<file path="src/rtl/cer_pkg.sv">
package cer_pkg;

    typedef enum logic [1:0] {
        SEL_P0 = 2'd0,
        SEL_P1 = 2'd1,
        SEL_P2 = 2'd2,
        SEL_P3 = 2'd3
    } sel_e;

    typedef struct packed {
        logic pend;
        logic fire;
    } pend_st_t;

endpackage

</file>
<file path="src/rtl/cer_sync.sv">
module cer_sync #(
    parameter int STAGES = 2
) (
    input  logic clk,
    input  logic por_n,
    input  logic async_in,
    output logic lvl,
    output logic rise
);
    localparam int SH_W = STAGES + 1;

    typedef struct packed {
        logic [SH_W-1:0] sh;
    } sync_st_t;

    sync_st_t st_d, st_q;

    always_comb begin
        st_d    = st_q;
        st_d.sh = {st_q.sh[SH_W-2:0], async_in};
    end

    always_ff @(posedge clk or negedge por_n) begin
        if (!por_n) st_q <= '0;
        else        st_q <= st_d;
    end

    assign lvl  = st_q.sh[STAGES-1];
    assign rise = st_q.sh[STAGES-1] & ~st_q.sh[STAGES];

endmodule

</file>
<file path="src/rtl/cer_prescaler.sv">
module cer_prescaler #(
    parameter int DIV0 = 1,
    parameter int DIV1 = 5,
    parameter int DIV2 = 100,
    parameter int DIV3 = 250
) (
    input  logic       clk,
    input  logic       por_n,
    input  logic       tick,
    input  logic [1:0] sel,
    output logic       pulse
);
    localparam int MAXD  = (DIV0 > DIV1 ? DIV0 : DIV1) > (DIV2 > DIV3 ? DIV2 : DIV3)
                         ? (DIV0 > DIV1 ? DIV0 : DIV1) : (DIV2 > DIV3 ? DIV2 : DIV3);
    localparam int CNT_W = $clog2(MAXD + 1);

    typedef struct packed {
        logic [CNT_W-1:0] cnt;
        logic             pulse;
    } pre_st_t;

    pre_st_t        st_d, st_q;
    logic [CNT_W:0] lim;
    logic [CNT_W:0] nxt;

    always_comb begin
        case (sel)
            2'd0:    lim = (CNT_W+1)'(DIV0);
            2'd1:    lim = (CNT_W+1)'(DIV1);
            2'd2:    lim = (CNT_W+1)'(DIV2);
            default: lim = (CNT_W+1)'(DIV3);
        endcase
    end

    always_comb begin
        st_d       = st_q;
        st_d.pulse = 1'b0;
        nxt        = {1'b0, st_q.cnt} + 1'b1;
        if (tick) begin
            if (nxt >= lim) begin
                st_d.cnt   = '0;
                st_d.pulse = 1'b1;
            end else begin
                st_d.cnt = nxt[CNT_W-1:0];
            end
        end
    end

    always_ff @(posedge clk or negedge por_n) begin
        if (!por_n) st_q <= '0;
        else        st_q <= st_d;
    end

    assign pulse = st_q.pulse;

    a_r3_pulse_follows_tick: assert property (@(posedge clk) disable iff (!por_n)
        st_q.pulse |-> $past(tick));

endmodule

</file>
<file path="src/rtl/cer_pend.sv">
module cer_pend
    import cer_pkg::*;
(
    input  logic clk,
    input  logic por_n,
    input  logic rise,
    input  logic lvl,
    input  logic pulse,
    output logic sys_rst
);
    pend_st_t st_d, st_q;
    logic     hit;

    always_comb begin
        st_d      = st_q;
        hit       = st_q.pend & pulse & lvl;
        st_d.fire = hit;
        if (!lvl || hit) st_d.pend = 1'b0;
        else if (rise)   st_d.pend = 1'b1;
    end

    always_ff @(posedge clk or negedge por_n) begin
        if (!por_n) st_q <= '0;
        else        st_q <= st_d;
    end

    assign sys_rst = st_q.fire;

    a_r6_one_cycle: assert property (@(posedge clk) disable iff (!por_n)
        st_q.fire |=> !st_q.fire);

    a_r2_fire_on_pulse: assert property (@(posedge clk) disable iff (!por_n)
        st_q.fire |-> ($past(pulse) && $past(st_q.pend)));

    a_r9_cancel_on_low: assert property (@(posedge clk) disable iff (!por_n)
        !lvl |=> !st_q.pend);

    a_r1_arm_after_rise: assert property (@(posedge clk) disable iff (!por_n)
        $rose(st_q.pend) |-> $past(rise));

endmodule

</file>
<file path="src/rtl/ce_sync_reset.sv">
module ce_sync_reset
    import cer_pkg::*;
#(
    parameter int PC_W        = 12,
    parameter int SYNC_STAGES = 2,
    parameter int DIV0        = 1,
    parameter int DIV1        = 5,
    parameter int DIV2        = 100,
    parameter int DIV3        = 250
) (
    input  logic            clk,
    input  logic            por_n,
    input  logic            chip_en,
    input  logic            tick,
    input  logic            sel_we,
    input  logic [1:0]      sel_wdata,
    output logic            sys_rst,
    output logic            tmr_pulse,
    output logic [1:0]      clk_sel,
    output logic [PC_W-1:0] pc,
    output logic            running
);
    typedef struct packed {
        logic [PC_W-1:0] pc;
        logic            run;
        sel_e            sel;
    } core_st_t;

    core_st_t st_d, st_q;
    logic     ce_lvl, ce_rise;

    cer_sync #(.STAGES(SYNC_STAGES)) u_sync (
        .clk      (clk),
        .por_n    (por_n),
        .async_in (chip_en),
        .lvl      (ce_lvl),
        .rise     (ce_rise)
    );

    cer_prescaler #(.DIV0(DIV0), .DIV1(DIV1), .DIV2(DIV2), .DIV3(DIV3)) u_pre (
        .clk   (clk),
        .por_n (por_n),
        .tick  (tick),
        .sel   (st_q.sel),
        .pulse (tmr_pulse)
    );

    cer_pend u_pend (
        .clk     (clk),
        .por_n   (por_n),
        .rise    (ce_rise),
        .lvl     (ce_lvl),
        .pulse   (tmr_pulse),
        .sys_rst (sys_rst)
    );

    always_comb begin
        st_d = st_q;
        if (sys_rst) begin
            st_d.pc  = '0;
            st_d.run = 1'b1;
        end else if (st_q.run) begin
            st_d.pc = st_q.pc + 1'b1;
        end
        if (sel_we) st_d.sel = sel_e'(sel_wdata);
    end

    always_ff @(posedge clk or negedge por_n) begin
        if (!por_n) st_q <= '{pc: '0, run: 1'b0, sel: SEL_P0};
        else        st_q <= st_d;
    end

    assign pc      = st_q.pc;
    assign running = st_q.run;
    assign clk_sel = st_q.sel;

    a_r5_pc_cleared: assert property (@(posedge clk) disable iff (!por_n)
        sys_rst |=> (pc == '0 && running));

    a_r7_sel_kept: assert property (@(posedge clk) disable iff (!por_n)
        (sys_rst && !sel_we) |=> $stable(clk_sel));

    a_r11_sel_write: assert property (@(posedge clk) disable iff (!por_n)
        sel_we |=> (clk_sel == $past(sel_wdata)));

endmodule

</file>
<file path="config.mk">
export PLATFORM = sky130hd
export DESIGN_NAME = ce_sync_reset
export DESIGN_NICKNAME = d
export VERILOG_FILES = /design/src/rtl/cer_pkg.sv /design/src/rtl/cer_sync.sv /design/src/rtl/cer_prescaler.sv /design/src/rtl/cer_pend.sv /design/src/rtl/ce_sync_reset.sv
export SDC_FILE = /design/constraint.sdc
export NUM_CORES = 1
export LEC_CHECK = 0
export BUFFER_PORTS_ARGS = -buffer_cell sky130_fd_sc_hd__buf_2
export CAP_MARGIN = 20
export CORE_UTILIZATION = 25
export DETAILED_ROUTE_END_ITERATION = 6
export MAX_ROUTING_LAYER = met4
export PLACE_DENSITY = 0.48
export SLEW_MARGIN = 20
export SYNTH_ARGS = -nofsm -noshare
export SYNTH_HDL_FRONTEND = slang
export SYNTH_SLANG_ARGS = --single-unit
</file>
<file path="constraint.sdc">
create_clock -name clk -period 6.9 [get_ports clk]
set_clock_uncertainty 0.15 [all_clocks]
set_input_delay 0 -clock clk [delete_from_list [all_inputs] [get_ports clk]]
set_output_delay 0 -clock clk [all_outputs]
set_load 0.02 [all_outputs]
</file>
==> implementation parameters <==
Parameter                              Value

Global route
  Via count of the first global-routing pass ... 1,138
  Tot GR Track Use ... 0.110
  Total overflow reported by the global router ... 0
  Antenna violations before repair ... 0
  Maximum number of pins on one net before global-route repair ... 30
  Global-route wire length before repair ... 5260 um

Placement
  Count of placed standard cells including taps ... 248
  # port buffers ... 23
  RePlAce Congestion ... 0.759
  HPWL after detailed placement ... 2130 um

Finish
  Fillers ... 632
  Layout cells sized above 1 ... 0.184
  P&R area growth vs syn ... 23.9%
  Nets ... 208
  Layout Cells excl Fill ... 265
  Number of inserted diodes ... 0

Yosys
  Synth Instances ... 154
  Seq cells post-synth ... 29
  Area fraction in and, or, nand and nor cells after synthesis ... 0.168
  Share of flip-flops with an asynchronous set or reset after synthesis ... 1.00
  Number of enable flip-flop cells after synthesis ... 0
  Number of warnings printed during yosys synthesis ... 0
  Fraction of synthesized cell area taken by the top area cell type ... 0.473
  Most instantiated library cell after synthesis ... dfrtp_1
  Mean instance size in the synthesized netlist ... 9.97 um2
  Combinational family with the most area after synthesis ... simple AND/OR/NAND/NOR gates
  Synth Cell Area ... 1540 um2
  Post-synthesis compound-gate area fraction ... 0.121
  Xor/xnor share of the synthesized area ... 0.0913
  Leading post-synthesis cells by cell area ... dfrtp_1, ha_1, xor2_1, nor2_1, xnor2_1
  Adder and majority cell fraction of the synthesized area ... 0.0978
  Yosys cell types ... 32
  Portion of the post-synthesis area used by sequential elements ... 0.473
  Leading area contributor after synthesis ... dfrtp_1
  Multiplexer share of the synthesized area ... 0.0130
  Most frequent cells after synthesis ... dfrtp_1, nor2_1, nand2_1, ha_1, inv_1
  Syn_nets ... 173
  Post-synth top flop ... dfrtp_1

Timing
  Maximum clock rate ... 357 MHz
  Portion of the clock cycle consumed by the worst path in the final layout ... 0.406
  Final Hold Fails ... 0
  Unrepaired setup endpoints after global routing ... false
  # setup viols final ... 0
  Slew Viols, Final ... 0
  Max-slew headroom ... 0.564
  Hold Worst Slack ... 0.147 ns
  Post-route setup TNS ... 0 ns
  Minimum period implied by the final worst setup slack ... 2.80 ns
  Transition time at the pin with the least slew margin ... 0.653 ns

Worst setup path
  Critical path data required time ... 6.92 ns
  Slowest stage cell on the critical path ... dfrtp_1
  Crit path arrival time ... 2.82 ns
  Kind of end point of the critical path ... register
  Crit path kind ... reg -> reg
  Startpoint class of the critical path ... register
  Cells along the critical path ... ha_1, nand3_1, nor3_1, xnor2_1, ha_1, a211oi_2, nand2_2, a221oi_4, o21ai_2, and2_1
  Start of the worst register-to-register path ... u_pre.st_q[1]
  Critical Path Fanout Max ... 6
  Peak per-stage delay on the critical path ... 0.44 ns
  Cell repeated most along the worst path ... ha_1
  Origin of the worst setup path ... u_pre.st_q[1]

Floorplanning
  Row Count ... 28
  Vertical die dimension ... 80.4 um
  Die Width ... 80.4 um
  Floorplan die area ... 6460 um2
  Core Region ... 5920 um2
  Effective utilization at floorplan ... 0.259
  Top Ports ... 24

Clock network
  Sink count of the clock tree ... 29
  Number of buffers inserted during clock tree synthesis ... 5
  Insertion delay to the later sink of the worst-skew pair ... 0.28 ns
  Maximum buffer depth of the clock tree ... 2
  CTS tree ... yes
  Setup bufs post-CTS ... 0
  Clock root buffer ... clkbuf_8
  Maximum level of the CTS H-tree ... 2
  Post-CTS Resized ... 0
  Clk pin slew, worst setup/hold paths ... 0.06 ns

Power
  Net switching power figure ... 0.000293 W
  Logic pwr share ... 0.428
  Sequential Power Share ... 0.386
  Worst VDD drop ... 0.146 mV
  Clock power frac ... 0.185
  Int Pwr ... 0.000417 W
  Power Dens Cells ... 373 nW/um2
  Fraction of power spent switching nets ... 0.412
  Leakage power total ... 0.894 nW

Drt
  Number of search-and-repair iterations in the first detailed-routing pass ... 4
  Aggregate routed wire length ... 2970 um
  Number of nets with antenna violations after routing ... 0
  Routed wire length on met3 ... 126 um
  Max layer used ... met4
  Per-cell via count in the routed design ... 4.49
  DR WL met2 ... 1340 um
  Met1 wire length ... 1450 um
  Routed WL per cell ... 11.2 um
  Detailed router's first-iteration violation count ... 48
  Drc violations ... 0
  Via count of the routed design ... 1,191

Run
  Max-capacitance violation count ... 0

Status
  Result of the run ... completed

Worst hold path
  Hold WC Path Type ... in -> async
[layer usage]
layer	global-route usage	up-vias
met4	0.0482	0
met5	-	-
met1	0.138	560
met2	0.166	25
met3	0.0307	6
li1	-	600
[worst max-delay path: cells and delay by family, from the launching register on]
kind            cells  cell delay, ns
compound gates      3            0.73
xor+xnor            1            0.17
flops               1            0.44
fa+ha+maj           2            0.49
simple gates        4            0.70
[sequential cells by signal (all words and copies together), names as in the netlist]
| name | flops |
|---|---|
| running | 1 |
| u_pre.st_q | 8 |
| u_pend.st_q | 1 |
| u_sync.st_q | 3 |
| clk_sel | 2 |
| u_pre.pulse | 1 |
| pc | 12 |
| u_pend.sys_rst | 1 |
[path summary, 6_finish.rpt]
path                             endpoint  slack [ns]  depth (start not counted)
setup / recovery              u_pre.pulse        4.10                         10
hold / removal                      pc[0]        0.15                          2
setup reg to reg              u_pre.pulse        4.10                         10
hold reg to reg            u_sync.st_q[1]        0.20                          0
max in group asynchronous     u_pre.pulse        6.03                          2
min in group clk           u_sync.st_q[1]        0.20                          0
[layout make-up]
cell class                      instances  area, um2  area share
Clock buffer                            6       72.6      0.0382
Timing Repair Buffer                   32        205       0.108
Tap cell                               75       93.8      0.0493
Multi-Input combinational cell        110        753       0.396
Clock inverter                          2       10.0     0.00526
Sequential cell                        29        726       0.382
Inverter                               11       41.3      0.0217
[cell usage in the layout, fill, tap and decap left out]
master and instances:
o21ai_1 1, o22ai_1 5, inv_1 11, o21ai_2 1, a211oi_2 1, mux2i_1 2, o211ai_1 1, nor2_1 19
nor3_1 1, buf_2 23, o2111ai_1 2, and2_1 1, or2_2 1, a221oi_4 1, o21ai_0 4, clkbuf_1 1
o21bai_1 1, ha_1 12, a31oi_1 1, xnor2_1 7, dfrtp_1 29, nand2_2 1, clkbuf_8 5, xor2_1 9
o21a_1 2, nand4_1 5, o221ai_1 2, nand2_1 14, nor2b_1 2, dlygate4sd3_1 9, clkinv_2 2, and3_1 3
nand3_1 7, nand2b_1 2, a21oi_1 2
[power groups by stage]
stage / Combinational, W / Sequential, W / Clock, W
after floorplan: 0.000206 / 0.000292 / 0
after global placement: 0.000302 / 0.000278 / 0
after detailed placement: 0.000301 / 0.000279 / 0
after CTS: 0.000307 / 0.000276 / 0.000138
after global routing: 0.000341 / 0.000285 / 0.000145
final: 0.000304 / 0.000274 / 0.000131
[cell families after synthesis]
group / after synthesis
AND/OR/NAND/NOR: 56
flip-flops: 29
AO/OA/AOI/OAI: 24
XOR/XNOR: 16
buffers and inverters: 15
adder cells (fa/ha/maj): 12
multiplexers: 2
[what timing repair did]
action / in CTS / in global routing
endpoints found under the hold margin: 38 / 0
hold buffers: 9 / 0
endpoints found under the setup margin: 0 / 0
[through the flow]
stage / power, W / area [um2] / setup slack (ns) / utilization
2_1_floorplan: 0.000498 / 1540 / 4.37 / -
3_3_place_gp: 0.000580 / 1730 / 4.20 / 0.292
3_5_place_dp: 0.000580 / 1730 / 4.12 / 0.292
4_1_cts: 0.000721 / 1900 / 4.12 / 0.321
5_1_grt: 0.000771 / 1900 / 3.94 / 0.321
6_report: 0.000710 / 1900 / 4.10 / 0.321
No activity file was read; power rests on OpenSTA's default activity.
